<file path="config.mk">
export PLATFORM = sky130hd
export DESIGN_NAME = spi_seq_engine
export DESIGN_NICKNAME = d
export VERILOG_FILES = /design/src/rtl/spi_seq_pkg.sv /design/src/rtl/spi_seq_txbit.sv /design/src/rtl/spi_seq_wordbuf.sv /design/src/rtl/spi_seq_engine.sv
export SDC_FILE = /design/constraint.sdc
export NUM_CORES = 1
export LEC_CHECK = 0
export ABC_AREA = 1
export BUFFER_PORTS_ARGS = -buffer_cell sky130_fd_sc_hd__buf_4
export CAP_MARGIN = 20
export CORE_UTILIZATION = 55
export DETAILED_ROUTE_END_ITERATION = 6
export PLACE_DENSITY = 0.81
export SLEW_MARGIN = 20
export SYNTH_ARGS = -nofsm -noshare
export SYNTH_HDL_FRONTEND = slang
export SYNTH_SLANG_ARGS = --single-unit
</file>
<file path="constraint.sdc">
create_clock -name clk -period 2.79 [get_ports clk]
set_clock_uncertainty 0.1 [all_clocks]
set_input_delay 0.4185 -clock clk [delete_from_list [all_inputs] [get_ports clk]]
set_output_delay 0.4185 -clock clk [all_outputs]
set_load 0.1 [all_outputs]
</file>
<file path="src/rtl/spi_seq_pkg.sv">
package spi_seq_pkg;

    localparam int NUM_PH = 5;

    typedef enum logic [2:0] {
        PH_CMD   = 3'd0,
        PH_ADDR  = 3'd1,
        PH_DUMMY = 3'd2,
        PH_WR    = 3'd3,
        PH_RD    = 3'd4
    } phase_e;

    typedef enum logic [1:0] {
        ST_IDLE,
        ST_SETUP,
        ST_SHIFT,
        ST_HOLD
    } state_e;

    // Lowest enabled phase at or after 'from': {found, phase}.
    function automatic logic [3:0] first_phase(logic [NUM_PH-1:0] en, int from);
        logic [3:0] r;
        r = '0;
        for (int k = NUM_PH - 1; k >= 0; k--) begin
            if (k >= from && en[k]) r = {1'b1, 3'(k)};
        end
        return r;
    endfunction

    // Word bit touched by serial bit i, for either ordering.
    function automatic int word_slot(logic msb_first, int i, int width);
        if (msb_first) return width - 1 - i;
        return (i / 8) * 8 + 7 - (i % 8);
    endfunction

endpackage

</file>
<file path="src/rtl/spi_seq_txbit.sv">
module spi_seq_txbit
    import spi_seq_pkg::*;
#(
    parameter int CMD_W  = 16,
    parameter int ADDR_W = 32,
    parameter int WORD_W = 32,
    parameter int CNT_W  = 8
) (
    input  logic              active,
    input  phase_e            phase,
    input  logic [CNT_W-1:0]  cnt,
    input  logic [CMD_W-1:0]  cmd_img,
    input  logic [ADDR_W-1:0] addr,
    input  logic [WORD_W-1:0] word,
    input  logic              tx_msb,
    output logic              mosi
);
    localparam int CMD_LW  = $clog2(CMD_W);
    localparam int ADDR_LW = $clog2(ADDR_W);
    localparam int WORD_LW = $clog2(WORD_W);
    localparam int HALF    = CMD_W / 2;

    logic [CMD_W-1:0]   cmd_lin;
    logic [CMD_LW-1:0]  cmd_idx;
    logic [ADDR_LW-1:0] addr_idx;
    logic [WORD_LW-1:0] word_idx;

    always_comb begin
        cmd_lin  = {cmd_img[HALF-1:0], cmd_img[CMD_W-1:HALF]};
        cmd_idx  = CMD_LW'(CMD_W - 1 - int'(cnt));
        addr_idx = ADDR_LW'(ADDR_W - 1 - int'(cnt));
        word_idx = WORD_LW'(word_slot(tx_msb, int'(cnt), WORD_W));
        mosi     = 1'b0;
        if (active) begin
            case (phase)
                PH_CMD:  mosi = cmd_lin[cmd_idx];
                PH_ADDR: mosi = addr[addr_idx];
                PH_WR:   mosi = word[word_idx];
                default: mosi = 1'b0;
            endcase
        end
    end
endmodule

</file>
<file path="src/rtl/spi_seq_wordbuf.sv">
module spi_seq_wordbuf
    import spi_seq_pkg::*;
#(
    parameter int WORD_W = 32,
    parameter int CNT_W  = 8
) (
    input  logic              clk,
    input  logic              rst_n,
    input  logic              idle,
    input  logic              load,
    input  logic [WORD_W-1:0] wdata,
    input  logic              cap,
    input  logic [CNT_W-1:0]  cap_cnt,
    input  logic              rx_msb,
    input  logic              cap_bit,
    output logic [WORD_W-1:0] word
);
    localparam int WORD_LW = $clog2(WORD_W);

    logic [WORD_W-1:0]  word_d, word_q;
    logic [WORD_LW-1:0] slot;

    always_comb begin
        slot   = WORD_LW'(word_slot(rx_msb, int'(cap_cnt), WORD_W));
        word_d = word_q;
        if (idle && load) begin
            word_d = wdata;
        end else if (cap) begin
            word_d[slot] = cap_bit;
        end
    end

    always_ff @(posedge clk or negedge rst_n) begin
        if (!rst_n) word_q <= '0;
        else        word_q <= word_d;
    end

    assign word = word_q;


    load_busy_chk: assert property (@(posedge clk) disable iff (!rst_n)
        (!idle && load && !cap) |=> $stable(word_q));


    cap_idle_chk: assert property (@(posedge clk) disable iff (!rst_n)
        cap |-> !idle);
endmodule

</file>
<file path="src/rtl/spi_seq_engine.sv">
module spi_seq_engine
    import spi_seq_pkg::*;
#(
    parameter int CMD_W    = 16,
    parameter int ADDR_W   = 32,
    parameter int WORD_W   = 32,
    parameter int DUMMY_LW = 8,
    localparam int CMD_LW  = $clog2(CMD_W),
    localparam int ADDR_LW = $clog2(ADDR_W),
    localparam int WORD_LW = $clog2(WORD_W)
) (
    input  logic               clk,
    input  logic               rst_n,
    input  logic               tick,
    input  logic               start,
    input  logic [NUM_PH-1:0]  ph_en,
    input  logic [CMD_LW-1:0]  cmd_len,
    input  logic [CMD_W-1:0]   cmd_img,
    input  logic [ADDR_LW-1:0] addr_len,
    input  logic [ADDR_W-1:0]  addr_word,
    input  logic [DUMMY_LW-1:0] dummy_len,
    input  logic [WORD_LW-1:0] wr_len,
    input  logic [WORD_LW-1:0] rd_len,
    input  logic               tx_msb_word,
    input  logic               rx_msb_word,
    input  logic               cs_setup,
    input  logic               cs_hold,
    input  logic               buf_load,
    input  logic [WORD_W-1:0]  buf_wdata,
    output logic [WORD_W-1:0]  buf_word,
    output logic               sclk,
    output logic               mosi,
    input  logic               miso,
    output logic               cs_n,
    output logic               busy,
    output logic               done
);
    localparam int LW_A  = (CMD_LW > ADDR_LW) ? CMD_LW : ADDR_LW;
    localparam int LW_B  = (WORD_LW > DUMMY_LW) ? WORD_LW : DUMMY_LW;
    localparam int CNT_W = (LW_A > LW_B) ? LW_A : LW_B;

    typedef struct packed {
        logic [NUM_PH-1:0]   en;
        logic [CMD_LW-1:0]   cmd_len;
        logic [CMD_W-1:0]    cmd_img;
        logic [ADDR_LW-1:0]  addr_len;
        logic [ADDR_W-1:0]   addr;
        logic [DUMMY_LW-1:0] dummy_len;
        logic [WORD_LW-1:0]  wr_len;
        logic [WORD_LW-1:0]  rd_len;
        logic                tx_msb;
        logic                rx_msb;
        logic                setup;
        logic                hold;
    } cfg_t;

    typedef struct packed {
        state_e           state;
        phase_e           phase;
        logic [CNT_W-1:0] cnt;
        logic             sclk;
        logic             cs_n;
        logic             busy;
        logic             done;
        cfg_t             cfg;
    } regs_t;

    regs_t            d, q;
    logic [CNT_W-1:0] last;
    logic [3:0]       nxt;
    logic             cap;

    always_comb begin
        case (q.phase)
            PH_CMD:   last = CNT_W'(q.cfg.cmd_len);
            PH_ADDR:  last = CNT_W'(q.cfg.addr_len);
            PH_DUMMY: last = CNT_W'(q.cfg.dummy_len);
            PH_WR:    last = CNT_W'(q.cfg.wr_len);
            default:  last = CNT_W'(q.cfg.rd_len);
        endcase

        d      = q;
        d.done = 1'b0;
        cap    = 1'b0;
        nxt    = '0;

        case (q.state)
            ST_IDLE: begin
                if (start) begin
                    d.cfg.en        = ph_en;
                    d.cfg.cmd_len   = cmd_len;
                    d.cfg.cmd_img   = cmd_img;
                    d.cfg.addr_len  = addr_len;
                    d.cfg.addr      = addr_word;
                    d.cfg.dummy_len = dummy_len;
                    d.cfg.wr_len    = wr_len;
                    d.cfg.rd_len    = rd_len;
                    d.cfg.tx_msb    = tx_msb_word;
                    d.cfg.rx_msb    = rx_msb_word;
                    d.cfg.setup     = cs_setup;
                    d.cfg.hold      = cs_hold;
                    nxt     = first_phase(ph_en, 0);
                    d.phase = phase_e'(nxt[2:0]);
                    d.cnt   = '0;
                    d.sclk  = 1'b0;
                    d.busy  = 1'b1;
                    d.cs_n  = 1'b0;
                    if (cs_setup)    d.state = ST_SETUP;
                    else if (nxt[3]) d.state = ST_SHIFT;
                    else             d.state = ST_HOLD;
                end
            end
            ST_SETUP: begin
                if (tick) d.state = (q.cfg.en != '0) ? ST_SHIFT : ST_HOLD;
            end
            ST_SHIFT: begin
                if (tick) begin
                    if (!q.sclk) begin
                        d.sclk = 1'b1;
                        cap    = (q.phase == PH_RD);
                    end else begin
                        d.sclk = 1'b0;
                        if (q.cnt == last) begin
                            d.cnt = '0;
                            nxt   = first_phase(q.cfg.en, int'(q.phase) + 1);
                            if (nxt[3]) begin
                                d.phase = phase_e'(nxt[2:0]);
                            end else if (q.cfg.hold) begin
                                d.state = ST_HOLD;
                            end else begin
                                d.state = ST_IDLE;
                                d.busy  = 1'b0;
                                d.cs_n  = 1'b1;
                                d.done  = 1'b1;
                            end
                        end else begin
                            d.cnt = q.cnt + 1'b1;
                        end
                    end
                end
            end
            ST_HOLD: begin
                if (tick) begin
                    d.state = ST_IDLE;
                    d.busy  = 1'b0;
                    d.cs_n  = 1'b1;
                    d.done  = 1'b1;
                end
            end
            default: d.state = ST_IDLE;
        endcase
    end

    always_ff @(posedge clk or negedge rst_n) begin
        if (!rst_n) begin
            q      <= '0;
            q.cs_n <= 1'b1;
        end else begin
            q <= d;
        end
    end

    assign sclk = q.sclk;
    assign cs_n = q.cs_n;
    assign busy = q.busy;
    assign done = q.done;

    spi_seq_txbit #(
        .CMD_W (CMD_W),
        .ADDR_W(ADDR_W),
        .WORD_W(WORD_W),
        .CNT_W (CNT_W)
    ) u_txbit (
        .active (q.state == ST_SHIFT),
        .phase  (q.phase),
        .cnt    (q.cnt),
        .cmd_img(q.cfg.cmd_img),
        .addr   (q.cfg.addr),
        .word   (buf_word),
        .tx_msb (q.cfg.tx_msb),
        .mosi   (mosi)
    );

    spi_seq_wordbuf #(
        .WORD_W(WORD_W),
        .CNT_W (CNT_W)
    ) u_wordbuf (
        .clk    (clk),
        .rst_n  (rst_n),
        .idle   (!q.busy),
        .load   (buf_load),
        .wdata  (buf_wdata),
        .cap    (cap),
        .cap_cnt(q.cnt),
        .rx_msb (q.cfg.rx_msb),
        .cap_bit(miso),
        .word   (buf_word)
    );


    sclk_tick_chk: assert property (@(posedge clk) disable iff (!rst_n)
        !tick |=> $stable(q.sclk));


    mosi_hold_chk: assert property (@(posedge clk) disable iff (!rst_n)
        (q.sclk && $past(q.sclk)) |-> $stable(mosi));


    cs_sclk_chk: assert property (@(posedge clk) disable iff (!rst_n)
        q.sclk |-> !q.cs_n);


    done_single_chk: assert property (@(posedge clk) disable iff (!rst_n)
        q.done |=> !q.done);


    done_fall_chk: assert property (@(posedge clk) disable iff (!rst_n)
        q.done |-> (!q.busy && $past(q.busy)));


    start_ignored_chk: assert property (@(posedge clk) disable iff (!rst_n)
        (q.busy && start) |=> $stable(q.cfg));


    phase_order_chk: assert property (@(posedge clk) disable iff (!rst_n)
        (q.busy && $past(q.busy)) |-> (q.phase >= $past(q.phase)));
endmodule

</file>
==> flow_summary.json <==
{
  "wl_met3_mm": 1.584,
  "slowest_delay_ns": 0.48,
  "rrSetupSlack_ns": 0.18,
  "synth_nets": 941,
  "ys.flop_type": "dfrtp_1",
  "netlist_top_cells_area": "dfrtp_1 (46%), mux2_2 (12%), nand2_1 (9.4%)",
  "syn_area_mm2": 0.007148,
  "synth_top_area_share_pct": 45.86,
  "violations": "setup timing",
  "htree_levels": 4,
  "yosys.cell_count.top_type": "nand2_1",
  "clk_pin_slew_ns": 0.06,
  "antenna_found_initial": 0,
  "ir_worst_vdd_mv": 0.9392,
  "start_kind": "register",
  "p_leak_uw": 0.004418,
  "endpoint_kind": "output pin",
  "powerDensity_mw_per_mm2": 1305,
  "cp_cell_sequence": "clkinvlp_4 > buf_4 > o21ai_2 > o22ai_1 > nand2_1 > nand2_1 > nand3_1 > nand2_1 > nand2_2 > nand3_2 > nand2_2 > inv_2 > buf_12",
  "clk-insertion-delay-late_ns": 0.43,
  "slew_headroom_pct": 55.73,
  "worst-setup-path-type": "reg2out",
  "worst_slack_ns": -0.02716,
  "instances_no_fill": 1160,
  "r2r_cells": 14,
  "cts_tree": "done",
  "tightestPinTransition_ns": 0.6640,
  "syn_inst": 804,
  "period_share_pct": 101.0,
  "critical_path_arrival_ns": 2.30,
  "ys_async_sr_fraction_pct": 100.0,
  "ant_nets": 0,
  "routed_wl_mm": 21.24,
  "drive_gt1_share_pct": 33.81,
  "numClockSinks": 132,
  "rows": 41,
  "clockBufferDepth": 2,
  "portBuffers": 158,
  "drt_iter0_markers": 685,
  "dieWidth_um": 116,
  "cp.required_ns": 2.27,
  "vias": 6795,
  "vias_per_cell": 5.858,
  "drc": 0,
  "grt_max_degree": 52,
  "cp_slowest_cell": "dfrtp_2",
  "post_drt_wl_per_cell_um": 18.31,
  "synth_edf_count": 0,
  "coreArea_mm2": 0.01267,
  "crit_path_max_fanout": 6,
  "yosys-top-cells-count": "nand2_1 (179), dfrtp_1 (131), mux2_2 (77)",
  "cts_buffers": 17,
  "n_antenna_cell": 0,
  "dp_hpwl_mm": 13.70,
  "syn2layout_area_growth_pct": 32.17,
  "worstHoldPathType": "in2reg",
  "status": "complete, but fails checks",
  "synth_cell_type_count": 37,
  "met1Wirelength_mm": 8.635,
  "die_h_um": 116,
  "hold_viol_final": 0,
  "layout_min_cycle_time_ns": 2.817,
  "grt_overflow": 0,
  "holdWs_ns": 0.1155,
  "fmax_mhz": 355.0,
  "synth_top_area_cell": "dfrtp_1",
  "hold_depth": 3,
  "grt_pass1_wl_mm": 31.48,
  "firstDrtPassIters": 6,
  "start_util_pct": 56.41,
  "final_nets": 1113,
  "setup_viol": 1,
  "startpoint": "q[89]",
  "crit-reg2reg-launch": "q[96]",
  "dieArea_mm2": 0.01346,
  "ys_ff_latch": 132,
  "grt_use_total_pct": 31.08,
  "dp.cells": 1109,
  "ios": 159,
  "crit_end": "mosi",
  "rr_endpoint": "q[97]",
  "cpMostUsedCell": "nand2_1",
  "gp_congestion": 0.9506,
  "wl_met2_mm": 10.45,
  "max_cap_violations": 0,
  "final_core_util_pct": 74.56,
  "slew_viol_final": 0,
  "yosysWarnings": 0,
  "rsz0062_at_grt": "yes",
  "ys_seq_area_share_pct": 46.23,
  "root_buffer": "clkbuf_16",
  "routed.top_layer": "met4",
  "grt_pass1_vias": 6355,
  "synth_area_per_cell_um2": 8.891
}
[flip-flops by register name (all words and copies together) (netlist names)]
| signal | cells |
|---|---|
| busy | 1 |
| cs_n | 1 |
| done | 1 |
| q | 96 |
| sclk | 1 |
| u_wordbuf.word | 32 |
[worst min-delay path by stage]
stage | start | endpoint | slack [ns]
after floorplan | rst_n | busy | 0.02
after global placement | cs_n | cs_n | 0.36
after detailed placement | cs_n | cs_n | 0.37
after CTS | buf_wdata[12] | u_wordbuf.word[12] | 0.11
after global routing | addr_word[24] | q[46] | 0.12
final | buf_wdata[12] | u_wordbuf.word[12] | 0.12
[per-layer routing]
metal	GRT usage [%]	vias up
li1	-	3109
met1	40.29	3245
met2	51.15	391
met3	6.172	50
met4	12.82	0
met5	0	-
[critical path: cells and delay by family (launching register included)]
family | cells | cell delay [ns]
AND/OR/NAND/NOR | 7 | 0.58
buffers and inverters | 4 | 0.51
flip-flops | 1 | 0.48
AO/OA/AOI/OAI | 2 | 0.29
[power breakdown]
part	internal, uW	switching, uW	total (uW)
Combinational	2270	4330	6610
Sequential	2840	768	3600
Clock	1330	788	2120
[layout make-up]
class	instances	area, um^2
clock buffer	27	513.0
tap	172	215.2
fill	939	3223
clock inverter	4	45.04
multi-input combinational	572	3506
sequential	132	3308
timing repair buffer	196	1638
inverter	57	222.7
[metrics by stage]
stage	total power, uW	setup WS, ns	area, um^2	TNS, ns
2_1_floorplan	8016	0.01654	7148	0
3_3_place_gp	9401	0.3433	8536	0
3_5_place_dp	9530	0.2719	8536	0
4_1_cts	11800	0.03797	9161	0
5_1_grt	12930	-0.1165	9448	-0.1165
6_report	12330	-0.02716	9448	-0.02716
[cell families after synthesis]
kind of cell    synth area share [%]
simple gates                   18.87
compound gates                 13.43
flops                          46.23
buf+inv                        5.741
mux                            12.13
fa+ha+maj                      2.626
xor+xnor                      0.9801
[timing repair]
item,CTS,global route
setup endpoints to repair,1,1
gates resized for setup,8,45
cloned,0,3
hold buffers,1,0
pin swaps,0,11
hold endpoints to repair,47,0
buffers inserted,3,13
[cells in the final DEF, fill, tap and decap left out, drive strengths merged]
cell | netlist | final
o31ai | 1 | 1
dfrtp | 131 | 131
a21oi | 24 | 24
or2 | 1 | 1
dlygate4sd3 | 0 | 1
xnor2 | 4 | 4
o211ai | 31 | 31
bufinv | 0 | 1
a32oi | 2 | 2
o22ai | 18 | 18
nand3 | 57 | 57
nand4 | 6 | 6
dfstp | 1 | 1
o21ai | 41 | 41
nand3b | 1 | 1
nor3 | 6 | 6
a22oi | 4 | 4
a21boi | 3 | 3
clkinvlp | 0 | 1
clkbuf | 25 | 31
xor2 | 4 | 4
mux2 | 77 | 77
inv | 54 | 53
clkinv | 3 | 6
nand2 | 181 | 181
buf | 18 | 191
nor2 | 74 | 74
ha | 15 | 15
o311ai | 22 | 22
(Power assumes the default switching activity.)
